### src/rtl/tmr_pkg.sv
package tmr_pkg;
  typedef enum logic [1:0] {
    MODE_STOP = 2'b00,
    MODE_UP   = 2'b01,
    MODE_CONT = 2'b10,
    MODE_UPDN = 2'b11
  } tmrMode_e;

  typedef struct packed {
    logic zero;
    logic load;
    logic inc;
    logic dec;
    logic perLoad;
  } cntStrobe_t;

  localparam logic [1:0] ADDR_CTRL = 2'd0;
  localparam logic [1:0] ADDR_CNT  = 2'd1;
  localparam logic [1:0] ADDR_PER  = 2'd2;

  localparam int CTRL_CLR_BIT  = 4;
  localparam int CTRL_CMP_BIT  = 5;
  localparam int CTRL_WRAP_BIT = 6;
  localparam int CTRL_USED_W   = 7;
endpackage

### src/rtl/tmr_dpath.sv
module tmr_dpath
  import tmr_pkg::*;
#(
  parameter int CNT_W = 16
) (
  input  logic             clk,
  input  logic             rstN,
  input  cntStrobe_t       strb,
  input  logic [CNT_W-1:0] wrData,
  output logic [CNT_W-1:0] count,
  output logic [CNT_W-1:0] period
);
  localparam logic [CNT_W-1:0] ONE = CNT_W'(1);

  always_ff @(posedge clk) begin
    if (!rstN) begin
      count <= '0;
    end else if (strb.zero) begin
      count <= '0;
    end else if (strb.load) begin
      count <= wrData;
    end else if (strb.inc) begin
      count <= count + ONE;
    end else if (strb.dec) begin
      count <= count - ONE;
    end
  end

  always_ff @(posedge clk) begin
    if (!rstN) begin
      period <= '0;
    end else if (strb.perLoad) begin
      period <= wrData;
    end
  end

  // a zero strobe always lands as a zero count
  assert_zero_count_R10: assert property (@(posedge clk) disable iff (!rstN)
    strb.zero |=> count == '0);

  // a software load is visible in the next cycle
  assert_load_count_R2: assert property (@(posedge clk) disable iff (!rstN)
    (strb.load && !strb.zero) |=> count == $past(wrData));
endmodule

### src/rtl/tmr_ctrl.sv
module tmr_ctrl
  import tmr_pkg::*;
#(
  parameter int CNT_W = 16,
  parameter int PS_W  = 2
) (
  input  logic                   clk,
  input  logic                   rstN,
  input  logic                   cntTick,
  input  logic                   wrEn,
  input  logic [1:0]             wrAddr,
  input  logic [CTRL_USED_W-1:0] ctrlData,
  input  logic [CNT_W-1:0]       count,
  input  logic [CNT_W-1:0]       period,
  output cntStrobe_t             strb,
  output tmrMode_e               modeQ,
  output logic [PS_W-1:0]        psQ,
  output logic                   cmpFlag,
  output logic                   wrapFlag
);
  localparam int DIV_W = (1 << PS_W) - 1;
  localparam logic [CNT_W-1:0] ONE = CNT_W'(1);

  logic             ctrlWr, cntWr, perWr, clrNow;
  logic [DIV_W-1:0] divCnt, divMax;
  logic             divHit, step;
  logic             dirUp, dirFlip;
  logic             stepInc, stepDec, stepZero;
  logic             cmpSet, wrapSet;

  assign ctrlWr = wrEn && (wrAddr == ADDR_CTRL);
  assign cntWr  = wrEn && (wrAddr == ADDR_CNT);
  assign perWr  = wrEn && (wrAddr == ADDR_PER);
  assign clrNow = ctrlWr && ctrlData[CTRL_CLR_BIT];

  always_ff @(posedge clk) begin
    if (!rstN) begin
      modeQ <= MODE_STOP;
      psQ   <= '0;
    end else if (ctrlWr) begin
      modeQ <= tmrMode_e'(ctrlData[1:0]);
      psQ   <= ctrlData[2 +: PS_W];
    end
  end

  // prescaler
  always_comb begin
    divMax = DIV_W'(((DIV_W + 1)'(1) << psQ) - (DIV_W + 1)'(1));
  end
  assign divHit = cntTick && (divCnt >= divMax);

  always_ff @(posedge clk) begin
    if (!rstN || clrNow) begin
      divCnt <= '0;
    end else if (cntTick) begin
      divCnt <= divHit ? '0 : divCnt + DIV_W'(1);
    end
  end

  assign step = divHit && !clrNow && !cntWr;

  // step decision
  always_comb begin
    stepInc  = 1'b0;
    stepDec  = 1'b0;
    stepZero = 1'b0;
    dirFlip  = 1'b0;
    unique case (modeQ)
      MODE_STOP: ;
      MODE_UP: begin
        if (count >= period) stepZero = 1'b1;
        else                 stepInc  = 1'b1;
      end
      MODE_CONT: stepInc = 1'b1;
      MODE_UPDN: begin
        if (dirUp) begin
          if (count < period) begin
            stepInc = 1'b1;
          end else if (count != '0) begin
            stepDec = 1'b1;
            dirFlip = 1'b1;
          end
        end else begin
          if (count != '0) begin
            stepDec = 1'b1;
          end else if (period != '0) begin
            stepInc = 1'b1;
            dirFlip = 1'b1;
          end
        end
      end
      default: ;
    endcase
  end

  always_ff @(posedge clk) begin
    if (!rstN || clrNow) begin
      dirUp <= 1'b1;
    end else if (step && dirFlip) begin
      dirUp <= !dirUp;
    end
  end

  assign cmpSet = step && ((stepInc && (count + ONE == period)) ||
                           (stepZero && (period == '0)));
  assign wrapSet = step && ((modeQ == MODE_UP   && stepZero && count == period) ||
                            (modeQ == MODE_CONT && count == '1) ||
                            (modeQ == MODE_UPDN && stepDec && count == ONE));

  always_ff @(posedge clk) begin
    if (!rstN) begin
      cmpFlag  <= 1'b0;
      wrapFlag <= 1'b0;
    end else if (ctrlWr) begin
      cmpFlag  <= (cmpFlag  && ctrlData[CTRL_CMP_BIT])  || cmpSet;
      wrapFlag <= (wrapFlag && ctrlData[CTRL_WRAP_BIT]) || wrapSet;
    end else begin
      cmpFlag  <= cmpFlag  || cmpSet;
      wrapFlag <= wrapFlag || wrapSet;
    end
  end

  always_comb begin
    strb.zero    = clrNow || (step && stepZero);
    strb.load    = cntWr;
    strb.inc     = step && stepInc;
    strb.dec     = step && stepDec;
    strb.perLoad = perWr;
  end

  // stop mode without writes freezes the count
  assert_stop_hold_R12: assert property (@(posedge clk) disable iff (!rstN)
    (modeQ == MODE_STOP && !wrEn) |=> count == $past(count));

  // an up-mode step at or past the period lands on zero
  assert_up_restart_R3: assert property (@(posedge clk) disable iff (!rstN)
    (modeQ == MODE_UP && divHit && !wrEn && count >= period) |=> count == '0);

  // continuous wrap gives zero and raises the wrap flag
  assert_cont_wrap_R7: assert property (@(posedge clk) disable iff (!rstN)
    (modeQ == MODE_CONT && divHit && !wrEn && count == '1) |=> (count == '0 && wrapFlag));

  // flags hold without a control write
  assert_flag_sticky_R11: assert property (@(posedge clk) disable iff (!rstN)
    (wrapFlag && cmpFlag && !ctrlWr) |=> (wrapFlag && cmpFlag));
endmodule

### src/rtl/period_timer.sv
module period_timer
  import tmr_pkg::*;
#(
  parameter int CNT_W = 16,
  parameter int PS_W  = 2
) (
  input  logic             clk,
  input  logic             rstN,
  input  logic             cntTick,
  input  logic             wrEn,
  input  logic [1:0]       wrAddr,
  input  logic [CNT_W-1:0] wrData,
  input  logic [1:0]       rdAddr,
  output logic [CNT_W-1:0] rdData,
  output logic             irqCmp,
  output logic             irqWrap
);
  cntStrobe_t       strb;
  tmrMode_e         modeQ;
  logic [PS_W-1:0]  psQ;
  logic [CNT_W-1:0] count, period;
  logic             cmpFlag, wrapFlag;
  logic [CNT_W-1:0] ctrlRead;

  tmr_ctrl #(.CNT_W(CNT_W), .PS_W(PS_W)) ctrl_i (
    .clk      (clk),
    .rstN     (rstN),
    .cntTick  (cntTick),
    .wrEn     (wrEn),
    .wrAddr   (wrAddr),
    .ctrlData (wrData[CTRL_USED_W-1:0]),
    .count    (count),
    .period   (period),
    .strb     (strb),
    .modeQ    (modeQ),
    .psQ      (psQ),
    .cmpFlag  (cmpFlag),
    .wrapFlag (wrapFlag)
  );

  tmr_dpath #(.CNT_W(CNT_W)) dpath_i (
    .clk    (clk),
    .rstN   (rstN),
    .strb   (strb),
    .wrData (wrData),
    .count  (count),
    .period (period)
  );

  always_comb begin
    ctrlRead = '0;
    ctrlRead[1:0]         = modeQ;
    ctrlRead[2 +: PS_W]   = psQ;
    ctrlRead[CTRL_CMP_BIT]  = cmpFlag;
    ctrlRead[CTRL_WRAP_BIT] = wrapFlag;
  end

  always_comb begin
    unique case (rdAddr)
      ADDR_CTRL: rdData = ctrlRead;
      ADDR_CNT:  rdData = count;
      ADDR_PER:  rdData = period;
      default:   rdData = '0;
    endcase
  end

  assign irqCmp  = cmpFlag;
  assign irqWrap = wrapFlag;
endmodule

### config.mk
export PLATFORM = sky130hd
export DESIGN_NAME = period_timer
export DESIGN_NICKNAME = d
export VERILOG_FILES = /design/src/rtl/tmr_pkg.sv /design/src/rtl/tmr_dpath.sv /design/src/rtl/tmr_ctrl.sv /design/src/rtl/period_timer.sv
export SDC_FILE = /design/constraint.sdc
export NUM_CORES = 1
export LEC_CHECK = 0
export ABC_AREA = 1
export BUFFER_PORTS_ARGS = -buffer_cell sky130_fd_sc_hd__buf_2
export CAP_MARGIN = 20
export CORE_ASPECT_RATIO = 2
export CORE_MARGIN = 2
export CORE_UTILIZATION = 50
export CTS_CLUSTER_DIAMETER = 30
export DETAILED_ROUTE_END_ITERATION = 8
export PLACE_DENSITY = 0.8
export SYNTH_ARGS = -nofsm -noshare
export SYNTH_HDL_FRONTEND = slang
export SYNTH_HIERARCHICAL = 1
export SYNTH_SLANG_ARGS = --single-unit
### constraint.sdc
create_clock -name clk -period 3.59 [get_ports clk]
set_input_delay 0.8975 -clock clk [delete_from_list [all_inputs] [get_ports clk]]
set_output_delay 0.8975 -clock clk [all_outputs]
set_load 0.005 [all_outputs]
==> results_dict.tcl, run 1 <==
set metrics [dict create \
    async_flop_share_pct 0 \
    critPathCaptureType "register" \
    worstHoldPathType "register to register" \
    ys_warn_count 6 \
    die_h_um 135 \
    rsz0062_at_grt "false" \
    crit_required_ns 3.79 \
    worst_slew_pin_slew_ns 0.484 \
    rr_worst_depth 21 \
    ir_worst_vdd_mv 0.213 \
    syn_to_final_growth_pct 14.8 \
    insertion_delay_ns 0.29 \
    cap_violations 0 \
    synth_area_per_cell_um2 6.08 \
    grt_pass1_wl_um 21800 \
    fin_setup_tns_ns 0 \
    core_area_um2 8530 \
    detail-route-antenna-nets 0 \
    initialDrtViolationCount 300 \
    max_freq_mhz 298 \
    portBuffers 41 \
    routed_wl_um 13800 \
    p_leak_nw 2.57 \
    routedWlPerCell_um 15.7 \
    drc 0 \
    dr.pass1.iters 5 \
    grt_max_degree 24 \
    grt_util_all_layers_pct 29.0 \
    syn_area_um2 4320 \
    cts_buffers 5 \
    netlist_instances 710 \
    period_share_pct 93.4 \
    ios 42 \
    clock_sinks 42 \
    fin_cells 875 \
    root_buffer "clkbuf_16" \
    synth_cell_types 45 \
    die_x_um 69.7 \
    cts_hold_buf 0 \
    synth_edf_count 0 \
    path_clk_slew_ns 0.06 \
    rows 48 \
    cts_tree "done" \
    dpl_cell_area_um2 4760 \
    dp_hpwl_um 11200 \
    period_needed_ns 3.35 \
    power.density_nw_per_um2 370 \
    grt_pass1_vias 4882 \
    worstSetupPathType "register to register" \
    crit_path_start_kind "register" \
    maxSlewViolCount 0 \
    cts-htree-levels 2 \
    yosys_register_bits 42 \
    via_per_inst 5.58 \
    worstReg2RegStart "dpath_i/period[12]" \
    skew_ns 0.0123 \
    nets 836 \
    hold_path.startpoint "ctrl_i/divCnt[0]" \
    numPlacedInstances 866 \
    drive_gt1_share_pct 16.6 \
    reg2reg_slack_ns 0.24 \
    cts_buffer_depth 2 \
    initial_core_util_pct 50.6 \
    synthFlopType "dfxtp_1" \
    gp_congestion 0.940 \
    min_to "ctrl_i/divCnt[0]" \
    antenna_found_initial 0 \
    power_mw 1.84 \
    ys_seq_area_share_pct 19.5 \
    fillers 823 \
    die_area_um2 9440 \
    status "finished clean" \
    postLayoutCellArea_um2 4960 \
    r2r-end "dpath_i/count[14]" \
    num_vias 4880 \
    n_antenna_cell 0 \
    synth_nets 772 \
    crit_arrival_ns 3.56 \
    grt_overflow 0 \
    setup_violations 0 \
    hold_viol_final 0 \
    timing.slew.headroom_pct 67.7 \
    path_max_fanout 14 \
    holdPathStages 2 \
]
[cell usage in the layout, fill, tap and decap left out, types with 3 or more instances in the layout]
cell        Yosys  routed
nand2_1       207     207
inv_1          99      98
nor2_1         71      69
nand3_1        62      62
buf_2           0      41
dfxtp_1        42      38
a21oi_1        37      37
ha_1           37      35
o21ai_0        27      27
buf_4           3      26
xor2_1         13      13
nand2_2        12      12
nand4_1        11      11
nor2_4          9      10
o21ai_1         8       8
xnor2_1         8       8
inv_2           7       7
a31oi_1         6       6
clkbuf_16       0       5
nor3_1          5       5
nand3_2         4       4
nand3b_1        4       4
dfxtp_2         0       4
clkinvlp_4      0       3
or2_2           3       3
o21bai_1        3       3
clkinv_1        3       3
[area by class of cell]
class,count,area (um^2),share of cell area (%)
well taps,100,125,2.52
repair buffers,68,420,8.48
inverters,110,419,8.46
clock inverters,3,23.8,0.480
multi-input cells,547,3000,60.5
clock buffers,5,125,2.52
flip-flops and latches,42,846,17.1
[per-stage QoR]
stage | setup slack [ns] | hold slack (ns) | util, %
floorplan | 0.404 | 0.452 | -
global placement | 0.0965 | 0.472 | 55.9
detailed placement | 0.0504 | 0.485 | 55.9
CTS | 0.0697 | 0.496 | 57.6
global route | 0.0164 | 0.545 | 58.1
finish | 0.236 | 0.493 | 58.1
[repair_timing]
item | 4_1_cts | 5_1_grt
endpoints found under the hold margin | 0 | 0
buffers inserted | 0 | 1
endpoints found under the setup margin | 0 | 13
gates resized for setup | 0 | 10
[critical path, cell delays in order, from the launching register on]
cell,delay (ns)
dfxtp_1,0.41
inv_1,0.09
ha_1,0.27
nand4_1,0.17
a21oi_1,0.08
nor2_2,0.22
nand3_1,0.14
nand2_1,0.11
nand2_2,0.09
nor2_8,0.13
clkinvlp_4,0.10
buf_12,0.15
ha_1,0.37
nand2_1,0.14
inv_2,0.04
nand2_1,0.07
nand2_1,0.08
a21oi_1,0.17
nand2_1,0.07
nand2_1,0.06
nand3_1,0.10
a21oi_1,0.20
[cells in the mapped netlist (2+ instances only)]
cell / n / area, um^2
nor2_1: 71 / 267
a21oi_1: 37 / 185
nand3b_1: 4 / 30.0
nand4_1: 11 / 68.8
o21bai_1: 3 / 22.5
ha_1: 37 / 463
a21oi_2: 2 / 17.5
buf_6: 2 / 22.5
a31oi_1: 6 / 37.5
nand3_1: 62 / 310
nor2_4: 9 / 101
inv_2: 7 / 26.3
buf_4: 3 / 22.5
nor3_1: 5 / 25.0
a22o_1: 2 / 17.5
clkinv_1: 3 / 11.3
dfxtp_1: 42 / 841
or2_2: 3 / 18.8
xor2_1: 13 / 114
nand3_2: 4 / 40.0
clkbuf_1: 4 / 15.0
nand2_2: 12 / 75.1
inv_1: 99 / 372
o21ai_0: 27 / 135
or2_1: 2 / 12.5
o21ai_1: 8 / 40.0
xnor2_1: 8 / 70.1
nand2_1: 207 / 777
[kinds of logic (layout without fill, tap and decap cells)]
family / after synthesis / count (layout) / share of synthesized area (%)
AO/OA/AOI/OAI: 91 / 91 / 12.0
adder cells (fa/ha/maj): 38 / 38 / 11.2
flip-flops: 42 / 42 / 19.5
XOR/XNOR: 21 / 21 / 4.26
AND/OR/NAND/NOR: 397 / 397 / 41.7
buffers and inverters: 121 / 186 / 11.5
[sequential cells by signal (all words and copies together), names as in the netlist]
register	flops
ctrl_i/divCnt	3
ctrl_i/modeQ	2
ctrl_i/wrapFlag	1
ctrl_i/cmpFlag	1
ctrl_i/psQ	2
ctrl_i/dirUp	1
dpath_i/period	16
dpath_i/count	16
[power breakdown]
part	internal, mW	switching [mW]	total, mW
combinational	0.308	0.539	0.846
clock	0.260	0.207	0.467
sequential	0.495	0.0269	0.522
[how the worst max path moves through the flow]
stage                             startpoint                 to  slack [ns]
after floorplan                    wrAddr[1]   dpath_i/count[5]        0.40
after global placement                  wrEn  dpath_i/count[12]         0.1
after detailed placement                wrEn  dpath_i/count[12]        0.05
after CTS                 dpath_i/period[15]  dpath_i/count[14]        0.07
after global routing      dpath_i/period[15]  dpath_i/count[14]        0.02
final                     dpath_i/period[12]  dpath_i/count[14]        0.24
[routing by layer]
metal / vias to the layer above / track usage, % / wire length (um)
met5: - / 0 / 0
met1: 2237 / 28.0 / 4920
met4: 0 / 21.0 / 860
met2: 177 / 55.8 / 7450
li1: 2394 / - / -
met3: 72 / 2.83 / 520
Note: power is estimated with default switching activity, not from simulation.
==> inputs of run 2 (changes only) <==
- PLACE_DENSITY: 0.8 -> 0.81
- SYNTH_HIERARCHICAL: 1 -> not set
==> run 2 against run 1 <==
  * Area after synthesis shrank 11%
  * Clock power is 3% higher
  * Cell area down 15%
  * Combinational power decreased by 24%
  * Critical endpoint is now dpath_i.count[5]
==> results_dict.tcl, run 2 <==
set metrics [dict create \
    insertion_delay_ns 0.30 \
    p_leak_nw 2.06 \
    async_flop_share_pct 0 \
    grt_overflow 0 \
    hold_viol_final 0 \
    die_area_um2 8440 \
    path_max_fanout 12 \
    dp_hpwl_um 9580 \
    root_buffer "clkbuf_16" \
    p_int_uw 1000 \
    routed_wl_um 12400 \
    rows 45 \
    num_vias 4337 \
    crit_required_ns 3.77 \
    nets 702 \
    switching_share_pct 40.5 \
    grt_util_all_layers_pct 30.6 \
    initial_core_util_pct 50.9 \
    multi_input_area_um2 2550 \
    period_needed_ns 2.89 \
    drc 0 \
    synth_cell_types 43 \
    cts-htree-levels 2 \
    final_common_cell "nand2_1" \
    max_freq_mhz 346 \
    yosysMostFrequentCell "nand2_1" \
    worst_slew_pin_slew_ns 0.635 \
    synth_area_per_cell_um2 6.15 \
    ys_warn_count 0 \
    initialDrtViolationCount 407 \
    path_clk_slew_ns 0.07 \
    ctsResizeCount 0 \
    netlist_top_cells_area "dfxtp_1, nand2_1, ha_1, a21oi_1, nand3_1" \
    core_area_um2 7540 \
    setup_violations 0 \
    synth_top_cell_by_area "dfxtp_1" \
    skew_ns 0.00957 \
    ios 42 \
    dr.pass1.iters 8 \
    fin_setup_tns_ns 0 \
    syn_area_um2 3840 \
    seqCellArea_um2 841 \
    ir_worst_vdd_mv 0.314 \
    critPathCaptureType "register" \
    die_h_um 128 \
    switching_power_uw 680 \
    combPwrFrac_pct 38.5 \
    grt_max_degree 34 \
    cts_tree "done" \
    grt_pass1_vias 3947 \
    crit_path_start_kind "register" \
    synthFlopType "dfxtp_1" \
    drive_gt1_share_pct 13.9 \
    maxSlewViolCount 0 \
    worstSetupPathType "register to register" \
    routedWlPerCell_um 16.6 \
    power.density_nw_per_um2 399 \
    synth.cells.most_frequent "nand2_1, inv_1, nor2_1, a21oi_1, nand3_1" \
    portBuffers 41 \
    p_seq_share_pct 33.0 \
    synth_nets 673 \
    cap_violations 0 \
    rsz0062_at_grt "false" \
    n_antenna_cell 0 \
    gp_congestion 0.946 \
    netlist_instances 625 \
    worstHoldPathType "register to register" \
    status "finished clean" \
    post-cts-setup-buffers 0 \
    final_cell_mix "nand2_1, inv_1, nor2_1" \
    p_clk_share_pct 28.5 \
    antenna_found_initial 0 \
    cts_hold_buf 0 \
    synth_edf_count 0 \
    grt_pass1_wl_um 19500 \
    period_share_pct 80.5 \
    timing.slew.headroom_pct 57.6 \
    fillers 779 \
    yosys_register_bits 42 \
    die_x_um 66.0 \
    clock_sinks 42 \
    setup_slack_ns 0.699 \
    cts_buffers 5 \
    place_ws_ns 0.745 \
    detail-route-antenna-nets 0 \
    reg_top3 "dpath_i.count (16), dpath_i.period (16), ctrl_i.divCnt (3)" \
    cts_buffer_depth 2 \
    ys_seq_area_share_pct 21.9 \
    crit_arrival_ns 3.07 \
    syn_to_final_growth_pct 9.54 \
    via_per_inst 5.79 \
    synth.top_cell.area_share_pct 21.9 \
]
[run 2: cell type report]
class | count | area share, %
clock buffers | 6 | 3.30
clock inverters | 2 | 0.297
inverters | 83 | 7.67
multi-input cells | 478 | 60.5
flip-flops and latches | 42 | 20.0
well taps | 94 | 2.80
repair buffers | 44 | 5.41
[run 2: cell families after synthesis]
group,after synthesis,share of synthesized area [%]
XOR/XNOR,17,3.88
AO/OA/AOI/OAI,121,17.0
adder cells (fa/ha/maj),24,7.82
flip-flops,42,21.9
AND/OR/NAND/NOR,316,37.5
buffers and inverters,105,11.9
[run 2: metrics by stage]
stage	power, mW	instance area (um^2)	hold WS, ns	cells	util, %
final	1.68	4210	0.483	749	55.8
after global routing	1.77	4210	0.512	749	55.8
after CTS	1.67	4210	0.486	749	55.8
after detailed placement	1.19	4060	0.476	741	53.8
after global placement	1.18	4060	0.464	741	53.8
after floorplan	1.04	3840	0.455	625	-
[run 2: routing by layer]
metal  track usage (%)  part of all wire, %
met5                 0                    0
met4              26.3                  8.7
met3              2.81                  6.5
met1              32.0                   34
met2              52.7                   50
[run 2: final timing paths]
check / from / end / slack, ns / cells past startpoint
worst min register to register: ctrl_i.divCnt[2] / ctrl_i.divCnt[2] / 0.48 / 2
worst max-delay path: dpath_i.period[15] / dpath_i.count[5] / 0.70 / 13
worst min-delay path: ctrl_i.divCnt[2] / ctrl_i.divCnt[2] / 0.48 / 2
worst max register to register: dpath_i.period[15] / dpath_i.count[5] / 0.70 / 13
[run 2: power by group through the flow]
stage          logic (mW)  clock network (mW)  registers (mW)
2_1_floorplan       0.503                   0           0.534
3_3_place_gp        0.620                   0           0.561
3_5_place_dp        0.633                   0           0.562
4_1_cts             0.637               0.485           0.552
5_1_grt             0.718               0.495           0.558
6_report            0.646               0.480           0.554
[run 2: worst max-delay path, cell delays in order (launching register included)]
cell	delay (ns)
dfxtp_1	0.35
inv_1	0.14
ha_1	0.35
nand4_1	0.20
nor2_1	0.26
nand2_1	0.16
nand2_1	0.10
inv_1	0.06
nand2_1	0.07
nand2_1	0.05
o211ai_1	0.43
inv_1	0.35
o21ai_0	0.17
a21oi_1	0.07
